==> src/rtl/norm_pkg.sv <==
package norm_pkg;
  // number of register stages actually built for a latency setting
  function automatic int eff_stages(input int lat);
    return (lat > 0) ? 1 : 0;
  endfunction

  // width of the shift-count field for a working width
  function automatic int cnt_width(input int w);
    return (w < 2) ? 1 : $clog2(w);
  endfunction
endpackage

==> src/rtl/opnd_sext.sv <==
module opnd_sext #(
  parameter int ORIG_W = 12,
  parameter int WORK_W = 16
) (
  input  logic [ORIG_W-1:0] in_i,
  output logic [WORK_W-1:0] out_o
);
  localparam int EXT_W = WORK_W - ORIG_W;
  generate
    if (EXT_W == 0) begin : g_same
      assign out_o = in_i;
    end else begin : g_ext
      assign out_o = {{EXT_W{in_i[ORIG_W-1]}}, in_i};
    end
  endgenerate
endmodule

==> src/rtl/lead_sign_detect.sv <==
module lead_sign_detect #(
  parameter int W  = 16,
  parameter int CW = 4
) (
  input  logic [W-1:0]  val_i,
  output logic [CW-1:0] cnt_o
);
  // distance from the sign bit to the first bit that differs from it
  function automatic logic [CW-1:0] sign_run(input logic [W-1:0] v);
    logic [CW-1:0] c;
    logic          hit;
    c   = CW'(W - 1);
    hit = 1'b0;
    for (int i = 0; i < W - 1; i++) begin
      if (!hit && (v[W-2-i] != v[W-1])) begin
        c   = CW'(i);
        hit = 1'b1;
      end
    end
    return c;
  endfunction

  assign cnt_o = sign_run(val_i);
endmodule

==> src/rtl/barrel_shl.sv <==
module barrel_shl #(
  parameter int W  = 16,
  parameter int CW = 4
) (
  input  logic [W-1:0]  val_i,
  input  logic [CW-1:0] amt_i,
  output logic [W-1:0]  val_o
);
  logic [W-1:0] lvl [CW+1];
  assign lvl[0] = val_i;
  generate
    for (genvar k = 0; k < CW; k++) begin : g_lvl
      assign lvl[k+1] = amt_i[k] ? (lvl[k] << (1 << k)) : lvl[k];
    end
  endgenerate
  assign val_o = lvl[CW];
endmodule

==> src/rtl/opnd_normalizer.sv <==
module opnd_normalizer #(
  parameter int ORIG_W  = 12,
  parameter int WORK_W  = 16,
  parameter int LATENCY = 1,
  localparam int CNT_W  = norm_pkg::cnt_width(WORK_W)
) (
  input  logic              clk,
  input  logic              rst,
  input  logic              start_i,
  input  logic [ORIG_W-1:0] operand_i,
  output logic [WORK_W-1:0] norm_o,
  output logic [CNT_W-1:0]  shift_o,
  output logic              valid_o
);
  localparam int STAGES = norm_pkg::eff_stages(LATENCY);

  // named internal events
  logic [WORK_W-1:0] ext_w;
  logic [CNT_W-1:0]  run_w;
  logic [WORK_W-1:0] shf_w;

  opnd_sext #(.ORIG_W(ORIG_W), .WORK_W(WORK_W)) u_sext (
    .in_i (operand_i),
    .out_o(ext_w)
  );

  lead_sign_detect #(.W(WORK_W), .CW(CNT_W)) u_lsd (
    .val_i(ext_w),
    .cnt_o(run_w)
  );

  barrel_shl #(.W(WORK_W), .CW(CNT_W)) u_shl (
    .val_i(ext_w),
    .amt_i(run_w),
    .val_o(shf_w)
  );

  generate
    if (STAGES == 0) begin : g_comb
      assign norm_o  = shf_w;
      assign shift_o = run_w;
      assign valid_o = start_i;


      restore_chk: assert property (@(posedge clk) disable iff (rst)
        valid_o |-> (($signed(norm_o) >>> shift_o) == $signed(ext_w)));

      normalized_chk: assert property (@(posedge clk) disable iff (rst)
        (valid_o && (shift_o != CNT_W'(WORK_W - 1))) |->
        (norm_o[WORK_W-1] != norm_o[WORK_W-2]));
    end else begin : g_reg
      logic [WORK_W-1:0] q_norm;
      logic [CNT_W-1:0]  q_cnt;
      logic              q_vld;

      always_ff @(posedge clk or posedge rst) begin
        if (rst) begin
          q_norm <= '0;
          q_cnt  <= '0;
          q_vld  <= 1'b0;
        end else begin
          q_vld <= start_i;
          if (start_i) begin
            q_norm <= shf_w;
            q_cnt  <= run_w;
          end
        end
      end

      assign norm_o  = q_norm;
      assign shift_o = q_cnt;
      assign valid_o = q_vld;


      restore_chk: assert property (@(posedge clk) disable iff (rst)
        valid_o |-> (($signed(norm_o) >>> shift_o) == $signed($past(ext_w))));

      normalized_chk: assert property (@(posedge clk) disable iff (rst)
        (valid_o && (shift_o != CNT_W'(WORK_W - 1))) |->
        (norm_o[WORK_W-1] != norm_o[WORK_W-2]));

      valid_delay_chk: assert property (@(posedge clk) disable iff (rst)
        $past(start_i) |-> valid_o);

      hold_chk: assert property (@(posedge clk) disable iff (rst)
        !$past(start_i) |-> ($stable(norm_o) && $stable(shift_o) && !valid_o));
    end
  endgenerate
endmodule

==> config.mk <==
export PLATFORM = sky130hd
export DESIGN_NAME = opnd_normalizer
export DESIGN_NICKNAME = d
export VERILOG_FILES = /design/src/rtl/norm_pkg.sv /design/src/rtl/opnd_sext.sv /design/src/rtl/lead_sign_detect.sv /design/src/rtl/barrel_shl.sv /design/src/rtl/opnd_normalizer.sv
export SDC_FILE = /design/constraint.sdc
export NUM_CORES = 1
export LEC_CHECK = 0
export BUFFER_PORTS_ARGS = -buffer_cell sky130_fd_sc_hd__buf_2
export CAP_MARGIN = 20
export CORE_MARGIN = 4
export CORE_UTILIZATION = 30
export CTS_CLUSTER_SIZE = 28
export DETAILED_ROUTE_END_ITERATION = 7
export RECOVER_POWER = 25
export SETUP_SLACK_MARGIN = 0.1
export SLEW_MARGIN = 25
export SYNTH_ARGS = -nofsm -noshare
export SYNTH_HDL_FRONTEND = slang
export SYNTH_SLANG_ARGS = --single-unit
==> constraint.sdc <==
create_clock -name clk -period 2.15 [get_ports clk]
set_input_delay 0.215 -clock clk [delete_from_list [all_inputs] [get_ports clk]]
set_output_delay 0.215 -clock clk [all_outputs]
set_load 0.01 [all_outputs]
==> results of run 1 <==
-- where the power goes --
| group | internal (uW) | total (uW) | switching, uW |
|---|---|---|---|
| Clock | 132 | 251 | 119 |
| Sequential | 434 | 452 | 18.1 |
| Combinational | 168 | 357 | 190 |
-- worst max-delay path, delay by kind of cell --
family	cells	cell delay [ns]
muxes	1	0.33
AOI/OAI and AO/OA	4	0.85
and+or+nand+nor	2	0.71
buffers and inverters	1	0.09
-- worst paths after layout --
kind | start | endpoint | depth (start not counted)
max in group asynchronous | rst | shift_o[1] | 2
worst min-delay path | rst | norm_o[0] | 2
worst min register to register | shift_o[3] | shift_o[3] | 1
min in group clk | operand_i[0] | norm_o[4] | 3
worst max-delay path | operand_i[7] | norm_o[8] | 8
worst max register to register | norm_o[12] | norm_o[12] | 1
-- metrics by stage --
| stage | hold slack, ns | instance area [sq um] | total power, uW | TNS (ns) | std cells |
|---|---|---|---|---|---|
| after floorplan | 0.192 | 1570 | 668 | 0 | 175 |
| after global placement | 0.398 | 2010 | 805 | -0.614 | 297 |
| after detailed placement | 0.395 | 2010 | 807 | -0.702 | 297 |
| after CTS | 0.123 | 2050 | 1060 | 0 | 301 |
| after global routing | 0.184 | 2120 | 1130 | 0 | 302 |
| final | 0.0886 | 2120 | 1060 | 0 | 302 |
-- flip-flops by register name, summed over array words and instances, names as in the netlist --
name and flops:
norm_o 16, shift_o 4, valid_o 1
-- kinds of logic after synthesis --
family / after synthesis
simple gates: 69
compound gates: 50
buf+inv: 25
flops: 21
mux: 10
-- area by class of cell --
cell class	instances	area share
multi-input combinational	129	0.463
timing repair buffer	68	0.205
sequential	21	0.248
inverter	13	0.0230
tap	67	0.0396
clock buffer	4	0.0213
-- timing repair --
action | 4_1_cts | 5_1_grt
setup buffers | 0 | 1
resized for setup | 0 | 11
endpoints found under the setup margin | 0 | 6
-- synth_stat cells, drive strengths merged (2+ instances only) --
library cell  number  area (sq um)
a211o              2          17.5
buf                6          37.5
o221a              2          22.5
nand3             14          87.6
o21a               3          22.5
a32oi              2          17.5
mux2               4          45.0
or3                4          26.3
a31oi              2          12.5
o32a               2          21.3
inv               13          48.8
o21bai             2          15.0
a31o               2          17.5
nor2b              7          43.8
clkbuf             6          22.5
mux2i              6          60.1
o21ai              8          43.8
nand2b             2          12.5
o221ai             5          56.3
and2               3          21.3
o22ai              5          31.3
nor4               2          18.8
nand2             12          47.6
nor2              13          48.8
o32ai              2          36.3
a41oi              2          17.5
dfrtp             21           526
a21oi              4          23.8
-- per-layer routing --
layer | up-vias | track usage | routed length (um)
met1 | 748 | 0.198 | 2040
met2 | 32 | 0.220 | 1950
met5 | - | 0 | 0
met3 | 2 | 0.0260 | 175
li1 | 773 | - | -
met4 | 0 | 0.0152 | 8
==> key figures, run 1 <==
Final layout
  – Most common library cell in the layout ignoring fill and taps: buf_2
  – # nets final: 251
  – Synth-to-layout area growth: 36.3%
  – Register area: about 530 sq um
  – N_diodes: 0
  – Commonest non-fill, non-tap cells in the layout: buf_2, buf_4, dfrtp_1
  – Core Util, Final: 0.434
  – Area of the multi-input gates: around 1000 sq um
  – Share of post-route cells with drive strength above 1: 0.426
  – Fill count: roughly 520

Power and ir drop
  – Peak VDD IR: a little under 0.4 mV
  – Pwr/cell area: between 500 and 600 nW/um^2
  – Leakage: approximately 0.00094 uW

Placement
  – Post-DP HPWL: 3.34 mm
  – Port buffer count: 35
  – Pre-CTS setup slack: -0.132 ns
  – Routability-driven placement congestion ratio: between 0.8 and 0.9

Synthesis
  – Post-synthesis sequential area ratio: 0.338
  – Main combinational cell family by area after synthesis: compound AO/OA/AOI/OAI gates
  – Area of the mapped netlist: roughly 1600 sq um
  – Yosys warns: 0
  – Ys async rst share: 1.00
  – Post-synthesis cell type count: 64
  – Synth Area in Simple Gates: 0.257
  – Number of flops mapped to enable cells by yosys: 0
  – Synth Area per Inst: slightly below 9 sq um
  – Post-synthesis adder-cell area fraction: 0
  – Synthesized instance count: 175
  – Syn_nets: 190
  – Main synth FF type: dfrtp_1
  – Post-synthesis xor/xnor area fraction: 0
  – Mux share of post-synthesis cell area: 0.0676
  – Synthesized flop and latch total: 21
  – Compound-Gate Fraction of Synth Area: 0.267

Timing
  – Setup slack after layout: ~0.13 ns
  – Final Max Slew Viols: 0
  – Final period demand of the worst path: 2.02 ns
  – Slew margin rel.: 0.278
  – RSZ-0062 raised after global routing: no
  – Final setup viols: 0
  – Slew @ Worst Pin: between 1 and 1.5 ns
  – Final Skew: 0 ns
  – Final Cycle Share: 0.940
  – Max frequency: 495 MHz
  – Fin. Hold Viols: 0

Die
  – Die area: around 6400 sq um
  – Core Region: 4880 sq um
  – FP Rows: 25
  – Die Wd: between 70 and 80 um
  – Initial Util: 0.318
  – Chip height: ~80 um
  – I/O pin total: 36

GRT
  – Largest net degree at the start of global routing: 26
  – Initial antenna violation count: 0
  – GRT Total Usage: 0.138
  – GRT overflow: 0
  – First-pass GRT wire length: a little over 7 mm
  – Vias in the first global route: about 1,500

Clock tree
  – Clock Sinks: 21
  – Max Buffers Root-to-Sink: 2
  – CTS buffer count: 3
  – Cts hold-fix bufs: 0
  – H-tree levels: 1
  – Clk_lat worst skew: 0.25 ns
  – Root Buffer: clkbuf_8
  – CTS clk-pin slew, worst paths: 0.07 ns
  – CTS tree: yes

Drt
  – Vias: ~1,600
  – Detailed Route WL: roughly 4.2 mm
  – First DRT Iteration DRCs: 84
  – Via-to-Cell Ratio: roughly 5
  – ANT nets after route: 0
  – Routed WL per cell: roughly 14 um
  – Drt pass-1 iters: 5
  – Drt drc: 0

Status
  – Status: completed

Worst setup path
  – Critical Path AT: ~2.2 ns
  – Critical path class: input port to flip-flop
  – Max incr delay on CP: roughly 0.55 ns
  – Worst Setup Start Kind: input port
  – R2R Setup Slk: 1.38 ns
  – Worst-path cell chain: buf_6 -> or4_4 -> o32ai_4 -> o311ai_4 -> nand3_2 -> mux2_4 -> o32a_1 -> a21oi_2
  – Slowest CP cell: or4_4
  – Setup crit end kind: flip-flop
  – Critical path peak fanout: 4
  – CP required: between 2 and 2.5 ns

Job
  – MaxCap Viol Count: 0

Worst hold path
  – Hold Path Class: input port to async pin
(Power assumes the default switching activity.)
==> run 2: changes to the inputs <==
--- a/config.mk
+++ b/config.mk
@@ -9,7 +9,8 @@
 export CAP_MARGIN = 20
 export CORE_MARGIN = 4
-export CORE_UTILIZATION = 30
+export CORE_UTILIZATION = 58
 export CTS_CLUSTER_SIZE = 28
 export DETAILED_ROUTE_END_ITERATION = 7
+export PLACE_DENSITY = 0.85
 export RECOVER_POWER = 25
 export SETUP_SLACK_MARGIN = 0.1
==> constraint.sdc (replaced) <==
create_clock -name clk -period 2.15 [get_ports clk]
set_input_delay 0.215 -clock clk [delete_from_list [all_inputs] [get_ports clk]]
set_output_delay 0.215 -clock clk [all_outputs]
set_load 0.02 [all_outputs]
==> run 2 against run 1 <==
  * Power shrank 2.4%
  * First-iteration DRC count grew 26%
  * Fmax shrank 2.2%
  * Die area shrank 44%
  * Clock power shrank 25%
  * Global-route usage grew 12 points
  * Sequential share of layout area grew 1.1 points
  * Largest cell class unchanged
==> key figures, run 2 (same netlist as run 1, synthesis figures left out) <==
Status
  – Status: completed

Clock tree
  – Clk_lat worst skew: ~0.30 ns
  – CTS buffer count: 3
  – CTS tree: yes
  – Root Buffer: clkbuf_4
  – Setup Buffers After CTS: 0
  – Max Buffers Root-to-Sink: 2
  – Clock Sinks: 21
  – H-tree levels: 1
  – CTS clk-pin slew, worst paths: between 0.1 and 0.15 ns

Worst setup path
  – Critical path peak fanout: 4
  – Setup crit end kind: flip-flop
  – Critical Path AT: 2.24 ns
  – Critical path class: input port to flip-flop
  – Worst-path cell chain: buf_2 -> or4_4 -> o32a_2 -> or3_1 -> a32oi_1 -> mux2_4 -> o32a_1 -> a21oi_2
  – Slowest CP cell: or4_4
  – Critical path's top delay family: simple AND/OR/NAND/NOR gates
  – Max incr delay on CP: approximately 0.56 ns
  – Crit path buffers/inverters: 1
  – CP required: 2.33 ns
  – Worst Setup Start Kind: input port

GRT
  – Met1 usage: 0.323
  – Routing usage on met3: 0.0346
  – Busiest grt layer: met2
  – First-pass GRT wire length: between 7 and 8 mm
  – Initial antenna violation count: 0
  – Vias in the first global route: around 1,600
  – GRT Total Usage: 0.260
  – GRT overflow: 0
  – Largest net degree at the start of global routing: 23
  – Met2 usage: 0.457

Drt
  – Drt pass-1 iters: 5
  – First DRT Iteration DRCs: ~110
  – Drt drc: 0
  – Detailed Route WL: between 4 and 5 mm
  – ANT nets after route: 0
  – Routed WL per cell: about 17 um
  – Vias: around 1,600
  – Via-to-Cell Ratio: 6.14

Final layout
  – Final Non-Filler Cells: approximately 270
  – N_diodes: 0
  – # nets final: around 250
  – Share of post-route cells with drive strength above 1: 0.416
  – Synth-to-layout area growth: 30.3%
  – Commonest non-fill, non-tap cells in the layout: buf_4, buf_2, dfrtp_1
  – Max reg flops: 16
  – Most common library cell in the layout ignoring fill and taps: buf_4

Timing
  – Max frequency: 484 MHz
  – Final period demand of the worst path: between 2 and 2.5 ns
  – RSZ-0062 raised after global routing: yes
  – Fin. Hold Viols: 0
  – Final setup viols: 0
  – Final Cycle Share: 0.962
  – Final Skew: 0 ns
  – Final TNS setup: 0 ns
  – Slew @ Worst Pin: between 0.8 and 0.9 ns
  – Final Max Slew Viols: 0
  – Slew margin rel.: 0.416

Die
  – Die area: around 3600 sq um
  – I/O pin total: 36
  – Initial Util: 0.616
  – Core Region: approximately 2500 sq um
  – FP Rows: 18
  – Die Wd: around 60 um
  – Chip height: approximately 60 um

Placement
  – Routability-driven placement congestion ratio: about 0.9
  – Post-DP HPWL: 3.49 mm
  – Port buffer count: 35
  – Placed Instances: 264

Power and ir drop
  – Pwr/cell area: around 510 nW/um^2
  – Leakage: 0.000944 uW
  – Peak VDD IR: 0.535 mV

Job
  – MaxCap Viol Count: 0

Worst hold path
  – Hold Path Class: input port to async pin
run 2: cell types whose count changed in the layout (fill, tap and decap cells not counted), moves of 2 or more:
cell	before	now
buf_4	31	35
buf_6	3	0
clkbuf_4	0	3
clkbuf_8	3	0
buf_2	32	34
run 2: what timing repair did:
item,CTS,global route
endpoints found under the setup margin,0,3
endpoints found under the hold margin,0,0
hold buffers,0,0
gates resized for setup,0,2
run 2: cell type report:
class	count	area, sq um
Clock inverter	1	5.00
Fill cell	183	498
Tap cell	30	37.5
Clock buffer	3	22.5
Sequential cell	21	526
Multi-Input combinational cell	129	945
Inverter	13	48.8
Timing Repair Buffer	71	440
run 2: metrics by stage:
step	setup slack (ns)	instance area (sq um)	hold slack, ns	power, uW	util
6_report	0.0827	2020	0.0166	1030	0.803
5_1_grt	0.0618	2020	0.0780	1090	0.803
4_1_cts	0.145	2020	0.0432	1030	0.801
3_5_place_dp	-0.163	1990	0.380	846	0.790
3_3_place_gp	-0.0564	1990	0.355	828	0.790
2_1_floorplan	0.0150	1570	0.192	698	-
run 2: final timing paths:
check                              from    endpoint  slack, ns  cells after the start
min reg2reg                  shift_o[3]  shift_o[3]       0.50                      1
min in group clk                start_i  shift_o[0]       0.28                      2
min                                 rst   norm_o[8]       0.02                      2
max                        operand_i[5]   norm_o[8]       0.08                      8
max in group asynchronous           rst   norm_o[9]       1.65                      2
max reg2reg                  norm_o[12]  norm_o[12]       1.39                      1
run 2: power by group:
group | internal [uW] | switching, uW
registers | 433 | 19.0
clock network | 69.6 | 119
logic | 165 | 228
total | 668 | 366
run 2: routing by layer:
layer  wire length, um  vias to the layer above  share of wire
met1              1790                      794           0.40
li1                  -                      776              -
met5                 0                        -              0
met3               243                        6          0.055
met4                55                        0          0.012
met2              2350                       69           0.53
